File: config.mk
export PLATFORM = sky130hd
export DESIGN_NAME = arl_timer
export DESIGN_NICKNAME = d
export VERILOG_FILES = /design/src/rtl/arl_timer_pkg.sv /design/src/rtl/arl_sync.sv /design/src/rtl/arl_tick_gen.sv /design/src/rtl/arl_capture_sel.sv /design/src/rtl/arl_counter.sv /design/src/rtl/arl_timer.sv
export SDC_FILE = /design/constraint.sdc
export NUM_CORES = 1
export LEC_CHECK = 0
export ABC_AREA = 1
export BUFFER_PORTS_ARGS = -buffer_cell sky130_fd_sc_hd__buf_2
export CORE_AREA = 2 2 86 88
export DETAILED_ROUTE_END_ITERATION = 6
export DIE_AREA = 0 0 88 90
export PLACE_DENSITY = 0.8
export SLEW_MARGIN = 20
export SYNTH_ARGS = -nofsm -noshare
export SYNTH_HDL_FRONTEND = slang
export SYNTH_SLANG_ARGS = --single-unit
File: constraint.sdc
create_clock -name clk -period 1.51 [get_ports clk]
set_input_delay 0.0755 -clock clk [delete_from_list [all_inputs] [get_ports clk]]
set_output_delay 0.0755 -clock clk [all_outputs]
set_load 0.1 [all_outputs]
File: src/rtl/arl_timer_pkg.sv
package arl_timer_pkg;
  localparam int unsigned ADDR_W = 3;

  localparam logic [ADDR_W-1:0] A_CTRL   = 3'd0;
  localparam logic [ADDR_W-1:0] A_CNT_LO = 3'd1;
  localparam logic [ADDR_W-1:0] A_CNT_HI = 3'd2;
  localparam logic [ADDR_W-1:0] A_RLD_LO = 3'd3;
  localparam logic [ADDR_W-1:0] A_RLD_HI = 3'd4;

  // Control byte, most significant field first.
  typedef struct packed {
    logic ovf_hi;
    logic ovf_lo;
    logic lo_irq_en;
    logic cap_en;
    logic split;
    logic run;
    logic cap_src;
    logic ext_sel;
  } ctrl_t;
endpackage

File: src/rtl/arl_sync.sv
module arl_sync #(
  parameter int unsigned STAGES = 2
) (
  input  logic clk,
  input  logic rst_n,
  input  logic d,
  output logic q
);
  logic [STAGES-1:0] sr;

  generate
    if (STAGES == 1) begin : g_single
      always_ff @(posedge clk or negedge rst_n) begin
        if (!rst_n) sr <= '0;
        else        sr <= d;
      end
    end else begin : g_chain
      always_ff @(posedge clk or negedge rst_n) begin
        if (!rst_n) sr <= '0;
        else        sr <= {sr[STAGES-2:0], d};
      end
    end
  endgenerate

  assign q = sr[STAGES-1];
endmodule

File: src/rtl/arl_tick_gen.sv
module arl_tick_gen #(
  parameter int unsigned SYS_DIV     = 12,
  parameter int unsigned EXT_DIV     = 8,
  parameter int unsigned SYNC_STAGES = 2
) (
  input  logic clk,
  input  logic rst_n,
  input  logic ext_clk,
  output logic sys_tick,
  output logic ext_tick
);
  localparam int unsigned SYS_W = (SYS_DIV > 1) ? $clog2(SYS_DIV) : 1;
  localparam logic [SYS_W-1:0] SYS_LAST = SYS_W'(SYS_DIV - 1);

  // System clock prescaler, free running from reset.
  logic [SYS_W-1:0] sys_cnt;
  always_ff @(posedge clk or negedge rst_n) begin
    if (!rst_n)                  sys_cnt <= '0;
    else if (sys_cnt == SYS_LAST) sys_cnt <= '0;
    else                          sys_cnt <= sys_cnt + 1'b1;
  end
  assign sys_tick = (sys_cnt == SYS_LAST);

  // External clock: synchronize, detect rising edge, divide.
  logic ext_s, ext_d, ext_rise;
  arl_sync #(.STAGES(SYNC_STAGES)) u_ext_sync (
    .clk(clk), .rst_n(rst_n), .d(ext_clk), .q(ext_s)
  );
  always_ff @(posedge clk or negedge rst_n) begin
    if (!rst_n) ext_d <= 1'b0;
    else        ext_d <= ext_s;
  end
  assign ext_rise = ext_s & ~ext_d;

  generate
    if (EXT_DIV <= 1) begin : g_ext_nodiv
      assign ext_tick = ext_rise;
    end else begin : g_ext_div
      localparam int unsigned EXT_W = $clog2(EXT_DIV);
      localparam logic [EXT_W-1:0] EXT_LAST = EXT_W'(EXT_DIV - 1);
      logic [EXT_W-1:0] ext_cnt;
      always_ff @(posedge clk or negedge rst_n) begin
        if (!rst_n) ext_cnt <= '0;
        else if (ext_rise) begin
          if (ext_cnt == EXT_LAST) ext_cnt <= '0;
          else                     ext_cnt <= ext_cnt + 1'b1;
        end
      end
      assign ext_tick = ext_rise && (ext_cnt == EXT_LAST);
    end
  endgenerate

  // the prescaled tick is a single-cycle pulse
  p_sys_tick_gap_r12: assert property (@(posedge clk) disable iff (!rst_n)
    sys_tick |=> !sys_tick);
  // the external tick is a single-cycle pulse
  p_ext_tick_gap_r13: assert property (@(posedge clk) disable iff (!rst_n)
    ext_tick |=> !ext_tick);
endmodule

File: src/rtl/arl_capture_sel.sv
module arl_capture_sel #(
  parameter int unsigned SYNC_STAGES = 2
) (
  input  logic clk,
  input  logic rst_n,
  input  logic cap_en,
  input  logic cap_src,
  input  logic sof_pulse,
  input  logic lfo_in,
  output logic cap_evt
);
  logic lfo_s, lfo_d, lfo_fall;

  arl_sync #(.STAGES(SYNC_STAGES)) u_lfo_sync (
    .clk(clk), .rst_n(rst_n), .d(lfo_in), .q(lfo_s)
  );

  always_ff @(posedge clk or negedge rst_n) begin
    if (!rst_n) lfo_d <= 1'b0;
    else        lfo_d <= lfo_s;
  end

  assign lfo_fall = lfo_d & ~lfo_s;
  assign cap_evt  = cap_en & (cap_src ? lfo_fall : sof_pulse);

  // a falling edge cannot be seen on two cycles in a row
  p_fall_single_r11: assert property (@(posedge clk) disable iff (!rst_n)
    lfo_fall |=> !lfo_fall);
endmodule

File: src/rtl/arl_counter.sv
module arl_counter #(
  parameter int unsigned BYTE_W = 8
) (
  input  logic                  clk,
  input  logic                  rst_n,
  input  logic                  split_i,
  input  logic                  run_i,
  input  logic                  cap_en_i,
  input  logic                  lo_adv_i,
  input  logic                  hi_adv_i,
  input  logic                  wr_cnt_lo_i,
  input  logic                  wr_cnt_hi_i,
  input  logic                  wr_rld_lo_i,
  input  logic                  wr_rld_hi_i,
  input  logic [BYTE_W-1:0]     wr_data_i,
  input  logic                  cap_evt_i,
  output logic [2*BYTE_W-1:0]   cnt_o,
  output logic [2*BYTE_W-1:0]   rld_o,
  output logic                  wrap_hi_o,
  output logic                  wrap_lo_o
);
  localparam int unsigned CNT_W = 2 * BYTE_W;

  logic [BYTE_W-1:0] lo_q, hi_q, lo_n, hi_n;
  logic [BYTE_W-1:0] rlo_q, rhi_q, rlo_n, rhi_n;
  logic [CNT_W-1:0]  full_inc;
  logic              lo_full, hi_full;
  logic              step16, step_lo, step_hi;

  assign lo_full  = &lo_q;
  assign hi_full  = &hi_q;
  assign full_inc = {hi_q, lo_q} + 1'b1;

  assign step16  = !split_i && run_i && lo_adv_i && !wr_cnt_lo_i && !wr_cnt_hi_i;
  assign step_lo =  split_i && lo_adv_i && !wr_cnt_lo_i;
  assign step_hi =  split_i && run_i && hi_adv_i && !wr_cnt_hi_i;

  always_comb begin
    lo_n      = lo_q;
    hi_n      = hi_q;
    wrap_hi_o = 1'b0;
    wrap_lo_o = 1'b0;

    if (step16) begin
      wrap_lo_o = lo_full;
      if (lo_full && hi_full) begin
        wrap_hi_o = 1'b1;
        if (cap_en_i) {hi_n, lo_n} = full_inc;
        else          {hi_n, lo_n} = {rhi_q, rlo_q};
      end else begin
        {hi_n, lo_n} = full_inc;
      end
    end

    if (step_lo) begin
      wrap_lo_o = lo_full;
      if (lo_full && !cap_en_i) lo_n = rlo_q;
      else                      lo_n = lo_q + 1'b1;
    end

    if (step_hi) begin
      wrap_hi_o = hi_full;
      if (hi_full && !cap_en_i) hi_n = rhi_q;
      else                      hi_n = hi_q + 1'b1;
    end

    if (wr_cnt_lo_i) lo_n = wr_data_i;
    if (wr_cnt_hi_i) hi_n = wr_data_i;
  end

  always_comb begin
    rlo_n = rlo_q;
    rhi_n = rhi_q;
    if (cap_evt_i) begin
      rlo_n = lo_q;
      rhi_n = hi_q;
    end
    if (wr_rld_lo_i) rlo_n = wr_data_i;
    if (wr_rld_hi_i) rhi_n = wr_data_i;
  end

  always_ff @(posedge clk or negedge rst_n) begin
    if (!rst_n) begin
      lo_q  <= '0;
      hi_q  <= '0;
      rlo_q <= '0;
      rhi_q <= '0;
    end else begin
      lo_q  <= lo_n;
      hi_q  <= hi_n;
      rlo_q <= rlo_n;
      rhi_q <= rhi_n;
    end
  end

  assign cnt_o = {hi_q, lo_q};
  assign rld_o = {rhi_q, rlo_q};

  // a stopped 16-bit counter keeps its value
  p_hold_stopped_r3: assert property (@(posedge clk) disable iff (!rst_n)
    (!split_i && !run_i && !wr_cnt_lo_i && !wr_cnt_hi_i) |=> $stable(cnt_o));
  // in split mode the high byte is frozen while run is low
  p_split_hi_hold_r6: assert property (@(posedge clk) disable iff (!rst_n)
    (split_i && !run_i && !wr_cnt_hi_i) |=> $stable(hi_q));
  // a full wrap without capture loads the reload pair
  p_wrap_reload_r4: assert property (@(posedge clk) disable iff (!rst_n)
    (step16 && lo_full && hi_full && !cap_en_i) |=> (cnt_o == $past(rld_o)));
  // a full wrap with capture enabled lands on zero
  p_free_run_r9: assert property (@(posedge clk) disable iff (!rst_n)
    (step16 && lo_full && hi_full && cap_en_i) |=> (cnt_o == '0));
  // a capture event copies the count into the reload pair
  p_capture_copy_r10: assert property (@(posedge clk) disable iff (!rst_n)
    (cap_evt_i && !wr_rld_lo_i && !wr_rld_hi_i) |=> (rld_o == $past(cnt_o)));
endmodule

File: src/rtl/arl_timer.sv
module arl_timer
  import arl_timer_pkg::*;
#(
  parameter int unsigned SYS_DIV     = 12,
  parameter int unsigned EXT_DIV     = 8,
  parameter int unsigned SYNC_STAGES = 2
) (
  input  logic              clk,
  input  logic              rst_n,
  input  logic [ADDR_W-1:0] reg_addr,
  input  logic              reg_wr,
  input  logic [7:0]        reg_wdata,
  output logic [7:0]        reg_rdata,
  input  logic              ext_clk,
  input  logic              sof_pulse,
  input  logic              lfo_in,
  input  logic              lo_clk_sel,
  input  logic              hi_clk_sel,
  input  logic              irq_en,
  output logic              irq
);
  localparam int unsigned BYTE_W = 8;

  ctrl_t             ctrl_q, ctrl_n;
  logic              wr_ctrl, wr_cnt_lo, wr_cnt_hi, wr_rld_lo, wr_rld_hi;
  logic              sys_tick, ext_tick, div_tick, lo_adv, hi_adv;
  logic              cap_evt, wrap_hi, wrap_lo;
  logic [2*BYTE_W-1:0] cnt, rld;

  assign wr_ctrl   = reg_wr && (reg_addr == A_CTRL);
  assign wr_cnt_lo = reg_wr && (reg_addr == A_CNT_LO);
  assign wr_cnt_hi = reg_wr && (reg_addr == A_CNT_HI);
  assign wr_rld_lo = reg_wr && (reg_addr == A_RLD_LO);
  assign wr_rld_hi = reg_wr && (reg_addr == A_RLD_HI);

  arl_tick_gen #(
    .SYS_DIV(SYS_DIV), .EXT_DIV(EXT_DIV), .SYNC_STAGES(SYNC_STAGES)
  ) u_tick (
    .clk(clk), .rst_n(rst_n), .ext_clk(ext_clk),
    .sys_tick(sys_tick), .ext_tick(ext_tick)
  );

  assign div_tick = ctrl_q.ext_sel ? ext_tick : sys_tick;
  assign lo_adv   = lo_clk_sel ? div_tick : 1'b1;
  assign hi_adv   = hi_clk_sel ? div_tick : 1'b1;

  arl_capture_sel #(.SYNC_STAGES(SYNC_STAGES)) u_cap (
    .clk(clk), .rst_n(rst_n),
    .cap_en(ctrl_q.cap_en), .cap_src(ctrl_q.cap_src),
    .sof_pulse(sof_pulse), .lfo_in(lfo_in),
    .cap_evt(cap_evt)
  );

  arl_counter #(.BYTE_W(BYTE_W)) u_cnt (
    .clk(clk), .rst_n(rst_n),
    .split_i(ctrl_q.split), .run_i(ctrl_q.run), .cap_en_i(ctrl_q.cap_en),
    .lo_adv_i(lo_adv), .hi_adv_i(hi_adv),
    .wr_cnt_lo_i(wr_cnt_lo), .wr_cnt_hi_i(wr_cnt_hi),
    .wr_rld_lo_i(wr_rld_lo), .wr_rld_hi_i(wr_rld_hi),
    .wr_data_i(reg_wdata), .cap_evt_i(cap_evt),
    .cnt_o(cnt), .rld_o(rld),
    .wrap_hi_o(wrap_hi), .wrap_lo_o(wrap_lo)
  );

  // Control register; hardware flag sets take priority over a clearing write.
  always_comb begin
    ctrl_n = ctrl_q;
    if (wr_ctrl) ctrl_n = ctrl_t'(reg_wdata);
    ctrl_n.ovf_hi = ctrl_n.ovf_hi | wrap_hi | cap_evt;
    ctrl_n.ovf_lo = ctrl_n.ovf_lo | wrap_lo;
  end

  always_ff @(posedge clk or negedge rst_n) begin
    if (!rst_n) ctrl_q <= '0;
    else        ctrl_q <= ctrl_n;
  end

  always_comb begin
    case (reg_addr)
      A_CTRL:   reg_rdata = ctrl_q;
      A_CNT_LO: reg_rdata = cnt[BYTE_W-1:0];
      A_CNT_HI: reg_rdata = cnt[2*BYTE_W-1:BYTE_W];
      A_RLD_LO: reg_rdata = rld[BYTE_W-1:0];
      A_RLD_HI: reg_rdata = rld[2*BYTE_W-1:BYTE_W];
      default:  reg_rdata = '0;
    endcase
  end

  assign irq = irq_en & (ctrl_q.ovf_hi | (ctrl_q.ovf_lo & ctrl_q.lo_irq_en));

  // flags hold unless a control write comes
  p_flag_hold_hi_r7: assert property (@(posedge clk) disable iff (!rst_n)
    (ctrl_q.ovf_hi && !wr_ctrl) |=> ctrl_q.ovf_hi);
  p_flag_hold_lo_r7: assert property (@(posedge clk) disable iff (!rst_n)
    (ctrl_q.ovf_lo && !wr_ctrl) |=> ctrl_q.ovf_lo);
  // a hardware set beats a same-cycle clear
  p_flag_set_wins_r7: assert property (@(posedge clk) disable iff (!rst_n)
    (wrap_hi || cap_evt) |=> ctrl_q.ovf_hi);
  // interrupt gating
  p_irq_hi_r8: assert property (@(posedge clk) disable iff (!rst_n)
    (irq_en && ctrl_q.ovf_hi) |-> irq);
  p_irq_mask_r8: assert property (@(posedge clk) disable iff (!rst_n)
    !irq_en |-> !irq);
endmodule

==> results.py, run 1 <==
metrics = {
    "timing": {
        "slew_headroom_pct": 67.9,
        "skew_ns": 0.0105,
        "period_minus_slack_ns": 1.83,
        "finalSetupViolCount": 25,
        "clock.fmax_mhz": 546,
        "tightest_slew_ns": 0.484,
        "layout_setup_ws_ns": -0.322,
        "finalCritPeriodShare_pct": 121,
        "hold_violations": 0,
        "rsz0062_at_grt": "yes",
        "slew_violations": 0,
    },
    "pwr": {
        "power.internal_mw": 4.33,
        "switching_share_pct": 47.6,
        "pwr-share-clk_pct": 11.0,
        "switchingPower_mw": 3.93,
        "leakagePower_nw": 2.77,
        "power_per_cell_area_nw_per_um2": 1500,
        "seq_power_share_pct": 28.0,
        "total_power_mw": 8.25,
        "pwr-share-comb_pct": 61.1,
        "ir_drop_mv": 1.02,
    },
    "cells_and_area": {
        "area_growth_pct": 47.0,
        "final_nets": 713,
        "stdcell_area_um2": 5490,
        "antennaDiodeCount": 0,
        "drive_gt1_share_pct": 35.4,
    },
    "place": {
        "routabilityCongestion": 1.00,
        "dp_hpwl_um": 10100,
        "io_buffers": 28,
        "placed_cell_area_um2": 4690,
    },
    "setup_path": {
        "ff2ff_path_depth": 10,
        "worst_path_max_delay_cell": "dfrtp_1",
        "crit_path_max_incr_delay_ns": 0.44,
        "path_class": "reg2reg",
        "endpoint": "u_cnt.lo_q[1]",
        "r2r_end": "u_cnt.lo_q[1]",
        "setup.worst_path.start": "u_tick.g_ext_div.ext_cnt[0]",
        "cp.required_ns": 1.72,
        "cp-end-kind": "register",
        "path_max_fanout": 8,
        "cpMostUsedCell": "nand3_4",
        "path_cells": "ha_4, ha_4, nand4_1, nand3_4, nand3_4, nand3_4, nand2_2, inv_2, nand2_1, nand2_1",
        "rrSetupSlack_ns": -0.32,
        "arrival_ns": 2.04,
        "start_kind": "register",
        "r2r-start": "u_tick.g_ext_div.ext_cnt[0]",
    },
    "routing": {
        "routedWlPerCell_um": 18.7,
        "drt_wl_total_um": 14700,
        "vias_per_cell": 5.85,
        "drc": 6,
        "dr_total_vias": 4610,
        "first_iter_violations": 419,
        "antenna_left": 0,
        "drtPass1Iterations": 7,
    },
    "global_route": {
        "track_usage_pct": 36.1,
        "gr-total-overflow": 0,
        "antenna_found_initial": 0,
        "grt_max_degree": 54,
        "first_global_vias": 4281,
        "grt_first_pass_wirelength_um": 21900,
    },
    "synth": {
        "yosysTopAreaCell": "dfrtp_1",
        "synthArstFlopShare_pct": 100,
        "synth_cell_types": 33,
        "synth.cell_area_um2": 3730,
        "synthFlopType": "dfrtp_1",
        "synth-edff-count": 0,
        "ys_seq_elements": 53,
        "synth_most_common_cell": "nand2_1",
        "syn_inst": 566,
        "yosys-top-cells-count": "nand2_1, o21ai_0, inv_1",
        "syn_nets": 591,
        "ys_seq_area_share_pct": 35.5,
        "syn_avg_cell_area_um2": 6.60,
        "synth_area_leaders": "dfrtp_1, nand2_1, o21ai_0",
        "yosys.area.top_type_share_pct": 35.5,
        "yosys_warnings": 0,
    },
    "clock_tree": {
        "clk_path_buf_depth": 2,
        "clkTransAtPathRegs_ns": 0.12,
        "cts_root_buffer": "clkbuf_8",
        "cts_tree": "yes",
        "htree_levels": 2,
        "cts.sinks": 53,
        "cts-buffers-inserted": 5,
        "clk_latency_ns": 0.32,
    },
    "floorplanning": {
        "start_util_pct": 53.2,
        "dieHeight_um": 90,
        "placementRows": 31,
        "core_um2": 7020,
        "die_area_um2": 7920,
        "die_x_um": 88,
        "ios": 29,
    },
    "hold_path": {
        "min_path_cells": 3,
        "worst_hold_path_type": "in2reg",
    },
    "run": {
        "drv_cap": 0,
    },
    "outcome": {
        "status": "complete, but fails checks",
        "violations": "DRC, setup timing",
    },
}
[layout make-up]
class / count / area, um2
clock buffers: 5 / 68.8
inverters: 79 / 320
multi-input cells: 422 / 2480
clock inverters: 3 / 28.8
fillers: 507 / 1530
well taps: 99 / 124
flip-flops and latches: 53 / 1330
repair buffers: 127 / 1140
[routing by layer]
| metal | part of all wire [%] | vias to the layer above | global-route usage, % |
|---|---|---|---|
| met5 | 0 | - | 0 |
| li1 | - | 2080 | - |
| met2 | 45 | 323 | 55.0 |
| met4 | 5.5 | 0 | 12.1 |
| met1 | 40 | 2121 | 52.3 |
| met3 | 9.4 | 86 | 5.51 |
[flip-flops by register name, summed over array words and instances, names as in the netlist]
signal	flops
u_cnt.lo_q	8
u_cnt.rhi_q	8
u_cap.u_lfo_sync.sr	2
u_tick.u_ext_sync.sr	2
u_tick.sys_cnt	4
u_tick.g_ext_div.ext_cnt	3
u_cnt.rlo_q	8
ctrl_q	8
u_cap.lfo_d	1
u_tick.ext_d	1
u_cnt.hi_q	8
[how the worst min path moves through the flow]
stage / startpoint / end
3_5_place_dp: rst_n / u_cnt.hi_q[7]
4_1_cts: reg_wdata[1] / u_cnt.rhi_q[1]
2_1_floorplan: rst_n / ctrl_q[0]
3_3_place_gp: rst_n / u_cnt.hi_q[5]
6_report: reg_wdata[1] / u_cnt.rhi_q[1]
5_1_grt: reg_wdata[7] / u_cnt.rlo_q[7]
[cell families (layout without fill, tap and decap cells)]
kind of cell / count (synthesis) / count (layout) / synth area share (%)
compound gates: 116 / 116 / 16.8
fa+ha+maj: 5 / 5 / 1.68
flops: 53 / 53 / 35.5
buf+inv: 91 / 214 / 9.85
xor+xnor: 4 / 4 / 0.938
simple gates: 297 / 297 / 35.2
[power groups by stage]
stage / clock, mW / sequential [mW] / combinational, mW
2_1_floorplan: 0 / 2.28 / 2.28
3_3_place_gp: 0 / 2.23 / 3.92
3_5_place_dp: 0 / 2.26 / 3.97
4_1_cts: 0.904 / 2.25 / 4.49
5_1_grt: 0.955 / 2.36 / 5.37
6_report: 0.904 / 2.31 / 5.04
[critical path, delay by kind of cell (launching register included)]
family	cells	cell delay [ns]
buffers and inverters	1	0.03
and+or+nand+nor	7	0.89
adders and majority gates	2	0.35
DFF	1	0.44
[repair_timing]
| item | CTS | global route |
|---|---|---|
| pin swaps | 31 | 38 |
| endpoints found under the hold margin | 55 | 0 |
| setup buffers | 14 | 13 |
| gates resized for setup | 82 | 54 |
| hold buffers | 3 | 0 |
| setup endpoints to repair | 26 | 30 |
[per-stage QoR]
stage	hold WS, ns	cells	setup slack, ns	TNS, ns	util [%]
floorplan	-0.220	566	-0.441	-2.10	-
global placement	0.0947	751	-0.287	-3.91	66.7
detailed placement	0.0980	751	-0.340	-4.96	66.7
CTS	0.0219	775	-0.232	-3.87	73.9
global route	0.0520	788	-0.416	-7.25	78.2
finish	0.0237	788	-0.322	-5.48	78.2
[layout by cell type (no fill, tap or decap), drive strengths merged, types with 2 or more instances in the layout]
master       count
clkinv           2
clkbuf           5
o211ai           3
o21ai           84
nand3           59
nor3             2
nand2          201
a21oi           15
inv             79
and2             2
xnor2            3
dlygate4sd3      3
dfrtp           53
a221oi           4
nor2            27
buf            124
o22ai            6
nand4            5
o221ai           3
ha               5
Power figures use the tool's default switching activity.
==> inputs of run 2 (changes only) <==
--- a/config.mk
+++ b/config.mk
@@ -7,9 +7,9 @@
 export LEC_CHECK = 0
 export ABC_AREA = 1
 export BUFFER_PORTS_ARGS = -buffer_cell sky130_fd_sc_hd__buf_2
-export CORE_AREA = 2 2 86 88
+export CORE_AREA = 2 2 66 115
 export DETAILED_ROUTE_END_ITERATION = 6
-export DIE_AREA = 0 0 88 90
+export DIE_AREA = 0 0 68 117
 export PLACE_DENSITY = 0.8
 export SLEW_MARGIN = 20
 export SYNTH_ARGS = -nofsm -noshare
==> run 2 against run 1 <==
Net effect:
- the flow finishes with violations (setup timing)
- clock skew about the same
- non-clock buffer count down 8
- combinational power is 6.0% lower
- first-iteration DRC count rose by 4.3%
- largest power group unchanged
==> results.py, run 2 (synthesized netlist as in run 1, its figures left out) <==
metrics = {
    "outcome": {
        "status": "complete, but fails checks",
        "violations": "setup timing",
    },
    "pwr": {
        "ir_drop_mv": 0.935,
        "power_per_cell_area_nw_per_um2": 1550,
        "leakagePower_nw": 2.75,
    },
    "timing": {
        "finalSetupViolCount": 23,
        "tightest_slew_ns": 0.600,
        "clock.fmax_mhz": 567,
        "rsz0062_at_grt": "yes",
        "period_minus_slack_ns": 1.76,
        "skew_ns": 0.0102,
        "slew_violations": 0,
        "finalCritPeriodShare_pct": 117,
        "hold_violations": 0,
        "slew_headroom_pct": 59.9,
        "layout_setup_ws_ns": -0.253,
    },
    "routing": {
        "antenna_left": 0,
        "drtPass1Iterations": 6,
        "drt_wl_total_um": 14400,
        "drc": 0,
        "dr_total_vias": 4559,
        "first_iter_violations": 437,
        "vias_per_cell": 5.94,
        "routedWlPerCell_um": 18.7,
    },
    "floorplanning": {
        "ios": 29,
        "start_util_pct": 52.8,
        "die_x_um": 68,
        "core_um2": 7080,
        "dieHeight_um": 117,
        "die_area_um2": 7960,
        "placementRows": 41,
    },
    "setup_path": {
        "ff2ff_path_depth": 12,
        "arrival_ns": 1.96,
        "crit_path_max_incr_delay_ns": 0.40,
        "path_class": "reg2reg",
        "cp.required_ns": 1.71,
        "path_max_fanout": 5,
        "cpMostUsedCell": "nand2_1",
        "start_kind": "register",
        "cp-end-kind": "register",
        "worst_path_max_delay_cell": "dfrtp_1",
        "path_cells": "ha_4, nand2_4, nor2_4, nand2_4, nor2_8, buf_6, buf_4, o21ai_0, nand2_1, nand3_1, nand2_1, nand2_1",
    },
    "cells_and_area": {
        "antennaDiodeCount": 0,
        "drive_gt1_share_pct": 32.0,
        "layout_common_cells": "nand2_1, buf_4, inv_1, o21ai_0, dfrtp_1",
        "area_growth_pct": 43.5,
        "stdcell_area_um2": 5360,
        "fin_cells": 767,
        "fillers": 552,
        "final_nets": 705,
        "final_common_cell": "nand2_1",
    },
    "global_route": {
        "gr-total-overflow": 0,
        "use_met1_pct": 40.2,
        "met3_usage_pct": 6.41,
        "grt_first_pass_wirelength_um": 21900,
        "met2_usage_pct": 63.5,
        "antenna_found_initial": 0,
        "grt_max_degree": 54,
        "track_usage_pct": 37.7,
        "grt-busiest-layer": "met2",
        "first_global_vias": 4373,
    },
    "run": {
        "drv_cap": 0,
    },
    "hold_path": {
        "worst_hold_path_type": "in2reg",
        "min_path_cells": 3,
    },
    "clock_tree": {
        "clkTransAtPathRegs_ns": 0.08,
        "cts_tree": "yes",
        "clk_path_buf_depth": 2,
        "cts-buffers-inserted": 5,
        "cts.sinks": 53,
        "clk_latency_ns": 0.30,
        "cts_root_buffer": "clkbuf_16",
        "htree_levels": 2,
    },
    "place": {
        "placed_cell_area_um2": 4640,
        "place_inst": 736,
        "io_buffers": 28,
        "routabilityCongestion": 1.01,
        "dp_hpwl_um": 10400,
    },
}
-- run 2: final timing paths --
| check | to | slack, ns | startpoint |
|---|---|---|---|
| min | u_cnt.rhi_q[7] | 0.05 | reg_wdata[7] |
| max reg2reg | u_cnt.lo_q[0] | -0.25 | u_cnt.lo_q[0] |
| min in group asynchronous | ctrl_q[0] | 0.31 | rst_n |
| max in group asynchronous | u_cnt.lo_q[4] | 0.94 | rst_n |
| min reg2reg | u_tick.u_ext_sync.sr[1] | 0.35 | u_tick.u_ext_sync.sr[0] |
| max | u_cnt.lo_q[0] | -0.25 | u_cnt.lo_q[0] |
-- run 2: timing repair --
action                                  in CTS  in global routing
cloned                                       1                  0
endpoints found under the setup margin      25                 32
resized for setup                           82                 32
buffers inserted                            12                 10
endpoints found under the hold margin       55                  0
hold buffers                                 3                  0
pin swaps                                   21                 20
-- run 2: per-layer routing --
metal  share of wire (%)  wire length (um)  up-vias
li1                    -                 -     2066
met1                  34              4830     2111
met2                  50              7170      278
met3                 6.8               976      104
met4                 9.7              1390        0
met5                   0                 0        -
-- run 2: worst max-delay path, delay by kind of cell (launching register included) --
family          cells  cell delay [ns]
compound gates      1             0.07
fa+ha+maj           1             0.18
flops               1             0.40
simple gates        8             0.77
buf+inv             2             0.24
-- run 2: cell type report --
class / count / area, um2 / share of cell area, %
multi-input combinational: 422 / 2410 / 45.0
clock inverter: 2 / 16.3 / 0.303
sequential: 53 / 1330 / 24.8
timing repair buffer: 119 / 1040 / 19.5
inverter: 79 / 314 / 5.86
clock buffer: 6 / 139 / 2.59
tap: 86 / 108 / 2.01
-- run 2: stage by stage --
step	utilization (%)	setup WS, ns	hold slack [ns]	power (mW)	setup TNS (ns)
2_1_floorplan	-	-0.441	-0.220	4.56	-2.10
3_3_place_gp	65.6	-0.286	0.0961	6.08	-3.44
3_5_place_dp	65.6	-0.299	0.0989	6.18	-3.88
4_1_cts	73.6	-0.194	0.0411	7.97	-2.97
5_1_grt	75.7	-0.347	0.0478	8.75	-6.02
6_report	75.7	-0.253	0.0457	8.32	-3.90
-- run 2: power breakdown --
group          switching, mW  internal, mW  total, mW
clock                  0.589         0.669       1.26
combinational           2.83          1.91       4.74
sequential             0.421          1.90       2.32
